### src/rtl/adc_host_reader.sv
`timescale 1ns/1ps
module adc_host_reader #(
  parameter int HALF        = 20,
  parameter int SAMPLE_AT   = 12,
  parameter int TIMEOUT_CYC = 2000
) (
  input  logic        clk,
  input  logic        rst_n,
  input  logic        cmd_valid,
  input  logic [2:0]  cmd_op,
  input  logic        sdo,
  output logic        sclk,
  output logic [23:0] result,
  output logic        result_valid,
  output logic        timeout_err,
  output logic        busy
);
  localparam int CW = $clog2(TIMEOUT_CYC + 1);
  localparam int RW = $clog2(HALF + 1);
  localparam logic [2:0] OP_READ = 3'd0, OP_REL = 3'd1, OP_CAL = 3'd2, OP_SLEEP = 3'd3,
                         OP_SLCAL = 3'd4, OP_WAKE = 3'd5, OP_SINGLE = 3'd6;

  typedef enum logic [2:0] {S_BOOT, S_IDLE, S_WAIT, S_HI, S_LO, S_CALW, S_HOLD} st_t;
  st_t         state;
  logic [CW-1:0] cnt;
  logic [4:0]  npulse, target;
  logic [23:0] shreg;
  logic [2:0]  op;
  logic        sclk_r;

  assign sclk = sclk_r;
  assign busy = (state != S_IDLE);

  always_comb begin
    case (op)
      OP_REL, OP_SLCAL: target = 5'd25;
      OP_CAL:           target = 5'd26;
      default:          target = 5'd24;
    endcase
  end

  always_ff @(posedge clk or negedge rst_n) begin
    if (!rst_n) begin
      state <= S_BOOT; cnt <= '0; npulse <= '0; shreg <= '0; op <= OP_READ;
      sclk_r <= 1'b0; result <= '0; result_valid <= 1'b0; timeout_err <= 1'b0;
    end else begin
      result_valid <= 1'b0;
      timeout_err  <= 1'b0;
      case (state)
        S_BOOT, S_CALW: begin
          if (!sdo) begin
            state <= S_IDLE;
          end else if (cnt == CW'(TIMEOUT_CYC - 1)) begin
            timeout_err <= 1'b1; state <= S_IDLE;
          end else cnt <= cnt + 1'b1;
        end
        S_IDLE: begin
          if (cmd_valid && cmd_op != 3'd7) begin
            op <= cmd_op; cnt <= '0; npulse <= '0;
            if (cmd_op == OP_SLEEP) begin
              sclk_r <= 1'b1; state <= S_HOLD;
            end else begin
              sclk_r <= 1'b0; state <= S_WAIT;
            end
          end
        end
        S_WAIT: begin
          if (!sdo && cnt >= CW'(HALF - 1)) begin
            cnt <= '0;
            if (op == OP_WAKE) state <= S_IDLE;
            else begin
              sclk_r <= 1'b1; npulse <= 5'd1; state <= S_HI;
            end
          end else if (cnt == CW'(TIMEOUT_CYC - 1)) begin
            timeout_err <= 1'b1; state <= S_IDLE;
          end else cnt <= cnt + 1'b1;
        end
        S_HI: begin
          if (cnt == CW'(SAMPLE_AT - 1) && npulse <= 5'd24) shreg <= {shreg[22:0], sdo};
          if (cnt == CW'(HALF - 1)) begin
            cnt <= '0; sclk_r <= 1'b0; state <= S_LO;
          end else cnt <= cnt + 1'b1;
        end
        S_LO: begin
          if (cnt == CW'(HALF - 1)) begin
            cnt <= '0;
            if (npulse != target) begin
              npulse <= npulse + 1'b1; sclk_r <= 1'b1; state <= S_HI;
            end else begin
              case (op)
                OP_CAL:    state <= S_CALW;
                OP_SLCAL:  begin sclk_r <= 1'b1; state <= S_HOLD; end
                OP_SINGLE: begin
                  result <= shreg; result_valid <= 1'b1; sclk_r <= 1'b1; state <= S_HOLD;
                end
                default:   begin result <= shreg; result_valid <= 1'b1; state <= S_IDLE; end
              endcase
            end
          end else cnt <= cnt + 1'b1;
        end
        S_HOLD: begin
          if (cnt == CW'(HALF - 1)) state <= S_IDLE;
          else cnt <= cnt + 1'b1;
        end
        default: state <= S_IDLE;
      endcase
    end
  end

  // Phase-width monitor: run counts cycles since the last sclk change.
  logic          sclk_q;
  logic [RW-1:0] run;
  always_ff @(posedge clk or negedge rst_n) begin
    if (!rst_n) begin
      sclk_q <= 1'b0; run <= RW'(HALF);
    end else begin
      sclk_q <= sclk_r;
      if (sclk_r != sclk_q) run <= RW'(1);
      else if (run < RW'(HALF)) run <= run + 1'b1;
    end
  end

  assert_phase_width_R3: assert property (@(posedge clk) disable iff (!rst_n)
    (sclk_r != sclk_q) |-> (run >= RW'(HALF - 1)));

  assert_edge_after_ready_R2: assert property (@(posedge clk) disable iff (!rst_n)
    ($rose(sclk_r) && ($past(state) == S_WAIT)) |-> !$past(sdo));

  assert_strobes_exclusive_R11: assert property (@(posedge clk) disable iff (!rst_n)
    !(result_valid && timeout_err));

  assert_op_held_R12: assert property (@(posedge clk) disable iff (!rst_n)
    busy |=> $stable(op));

  assert_pulse_cap_R6: assert property (@(posedge clk) disable iff (!rst_n)
    npulse <= 5'd26);

  assert_rest_level_R10: assert property (@(posedge clk) disable iff (!rst_n)
    ($fell(busy) && !timeout_err) |->
      (sclk_r == (op == OP_SLEEP || op == OP_SLCAL || op == OP_SINGLE)));
endmodule

### config.mk
export PLATFORM = sky130hd
export DESIGN_NAME = adc_host_reader
export DESIGN_NICKNAME = d
export VERILOG_FILES = /design/src/rtl/adc_host_reader.sv
export SDC_FILE = /design/constraint.sdc
export NUM_CORES = 1
export LEC_CHECK = 0
export BUFFER_PORTS_ARGS = -buffer_cell sky130_fd_sc_hd__buf_2
export CAP_MARGIN = 15
export CORE_MARGIN = 4
export CORE_UTILIZATION = 50
export DETAILED_ROUTE_END_ITERATION = 6
export PLACE_DENSITY = 0.73
export REMOVE_ABC_BUFFERS = 1
export SYNTH_ARGS = -nofsm -noshare
export SYNTH_HDL_FRONTEND = slang
export SYNTH_SLANG_ARGS = --single-unit
### constraint.sdc
create_clock -name clk -period 4.5 [get_ports clk]
set_input_delay 0.45 -clock clk [delete_from_list [all_inputs] [get_ports clk]]
set_output_delay 0.45 -clock clk [all_outputs]
set_load 0.02 [all_outputs]
==> results.md <==
- Clk_skew: between 0.006 and 0.007 ns
- Clock Power Share: 0.296
- Max H-tree Level: 3
- Worst Path Arrival: roughly 3.2 ns
- Buffers added on ports: 34
- Height of the die: 93.1 um
- Vias in the first global route: about 2600
- Sequential-to-total area share from yosys stat: 0.504
- Clock buffer depth: 2
- Critical-path cell list: nor2b_1, nand2b_1, nor3_1, nand3_1, nor2_2, buf_4, mux2_2
- Synth cell count leaders: dfrtp_1, mux2_2, nor2_1
- Initial core utilization: 0.525
- Slew Viols, Final: 0
- Seq cells post-synth: between 70 and 80
- Postcts setup bufs: 0
- CP Launch Type: flop
- Yosys cell types: 55
- First-pass GRT wire length: about 13 mm
- Crit Path Max Fanout: 24
- P_sw: around 0.73 mW
- Clock sinks: between 70 and 80
- Hold Path Class: input port to async pin
- Synth top area cells: dfrtp_1, mux2_2, nor2_1, o21ai_0, a21oi_1
- Avg Cell Area, Syn: around 11 um^2
- Initial antenna violation count: 0
- Fillcell total: 621
- CTS tree: done
- Int Pwr: ~1.4 mW
- DIE WIDTH: about 93 um
- Worst hold slack: roughly 0.17 ns
- WL/cell: ~15 um
- CP Buf/Inv Count: 1
- Share of the synthesized area in the top cell type: 0.504
- Netlist Area Pre-Place: around 3600 um^2
- Multi-input logic area: 1670 um^2
- Antenna viol nets, final: 0
- Ant diodes: 0
- Post-Syn Instances: 331
- Die area: 8670 um^2
- Final count of negative-setup-slack endpoints: 0
- Std-Cell Rows: 30
- Core region area: about 7000 um^2
- Slew of the pin with the lowest slew margin: approximately 0.79 ns
- Slowest cell on crit path: dfrtp_1
- Final period utilization: 0.660
- Placed Area: 3850 um^2
- Setup CP Type: flop to flop
- Drt pass-1 iters: 4
- Run status: finished clean
- Share of cells above drive strength 1: 0.310
- Worst vdd ir: approximately 260 uV
- Hold Fails Final Rpt: 0
- Clock Latency Late Sink: approximately 0.35 ns
- Worst slack, placed: approximately 1.4 ns
- RSZ-0062 raised after global routing: no
- Largest net degree at the start of global routing: 40
- Worst-path clk slew: approximately 0.070 ns
- Total grt overflow: 0
- Fin worst setup slack: around 1.5 ns
- Drt total wl: slightly above 7 mm
- Crit path max-delay family: simple AND/OR/NAND/NOR gates
- DRC errors left: 0
- Most common flop cell mapped by yosys: dfrtp_1
- Synth area leader: dfrtp_1
- Slew headroom: 0.474
- Post-CTS sizing: 0
- Top-count cell post-synth: dfrtp_1
- Cell area after layout: just over 4000 um^2
- Global Route Usage Sum: 0.183
- Async set or reset register ratio after synthesis: 1.00
- Sequential share of power: 0.411
- Switching share of power: 0.351
- Gate power share: 0.293
- FF+latch area: between 1500 and 2000 um^2
- TritonCTS Buffers: 9
- Crit path time final: 2.97 ns
- Ys Warns: 0
- Gp weighted congestion: about 0.84
- Post-synth EDFFs: 0
- Area growth syn-to-layout: 13.5%
- Total power: 2.09 mW
- Leak Pwr: 1.93 nW
- Dpl hpwl: roughly 5 mm
- P per Cell Area: around 510 nW/um^2
- Fmax: 337 MHz
- Io pins: 35
- Via count: between 2000 and 3000
- Vias/cell: around 5.6
- CTS Root Cell: clkbuf_8
- Hold Buf Count CTS: 0
- 1st-iter DRT viols: ~160
- CP Capture Type: flop
- Nets@finish: 373
- Setup total negative slack: 0 ns
- Critical path's largest stage delay: 0.67 ns
- WP data required: 4.73 ns
- Max-cap viol count: 0
==> registers in the layout (all words and copies together), names as in the netlist <==
name	count
result_valid	1
result	24
shreg	24
sclk	1
npulse	5
state	3
cnt	11
op	3
timeout_err	1
==> per-stage QoR <==
| step | util | instances |
|---|---|---|
| 2_1_floorplan | - | 314 |
| 3_3_place_gp | 0.558 | 446 |
| 3_5_place_dp | 0.558 | 446 |
| 4_1_cts | 0.593 | 462 |
| 5_1_grt | 0.596 | 464 |
| 6_report | 0.596 | 464 |
==> cells by family after synthesis <==
logic type | share of synthesized area
muxes | 0.162
AOI/OAI and AO/OA | 0.120
and+or+nand+nor | 0.156
adders and majority gates | 0.0131
buffers and inverters | 0.0373
DFF | 0.504
xor gates and xnor gates | 0.00725
==> area by class of cell <==
cell class	instances	area share
Inverter	14	0.0128
Clock inverter	6	0.0280
Timing Repair Buffer	38	0.0499
Tap cell	96	0.0292
Sequential cell	73	0.444
Clock buffer	10	0.0310
Multi-Input combinational cell	227	0.405
==> worst paths after layout <==
path | slack, ns | endpoint | cells after the start | from
worst min register to register | 0.48 | npulse[4] | 1 | npulse[4]
max in group asynchronous | 3.35 | shreg[18] | 2 | rst_n
worst max register to register | 1.53 | result[8] | 7 | state[2]
min in group clk | 0.36 | op[2] | 2 | cmd_op[2]
worst max-delay path | 1.53 | result[8] | 7 | state[2]
worst min-delay path | 0.17 | op[0] | 1 | rst_n
==> power by group through the flow <==
stage	combinational [mW]	clock, mW	sequential, mW
5_1_grt	0.682	0.662	0.874
2_1_floorplan	0.462	0	0.832
6_report	0.610	0.618	0.858
3_3_place_gp	0.587	0	0.860
4_1_cts	0.605	0.637	0.854
3_5_place_dp	0.600	0	0.866
==> per-layer routing <==
layer,track usage,vias to the layer above,wire length [um]
met4,0.0891,0,160
met3,0.0298,11,277
met1,0.254,1290,3290
met5,0,-,0
met2,0.279,52,3420
li1,-,1261,-
==> placed cells by master (no fill, tap or decap), types with 3 or more instances in the layout <==
cell type   n
and2_1      3
nor2_1     24
o21ai_0    19
bufinv_16   3
ha_1        3
clkbuf_8    9
a21oi_1    15
dfrtp_1    73
nand2_1    13
inv_1      14
mux2_2     52
buf_2      35
nand2b_1   11
nand4_1     6
nor3_1      7
nand3_1    13
nor2b_1     7
o22ai_1     3
Note: power is estimated with default switching activity, not from simulation.
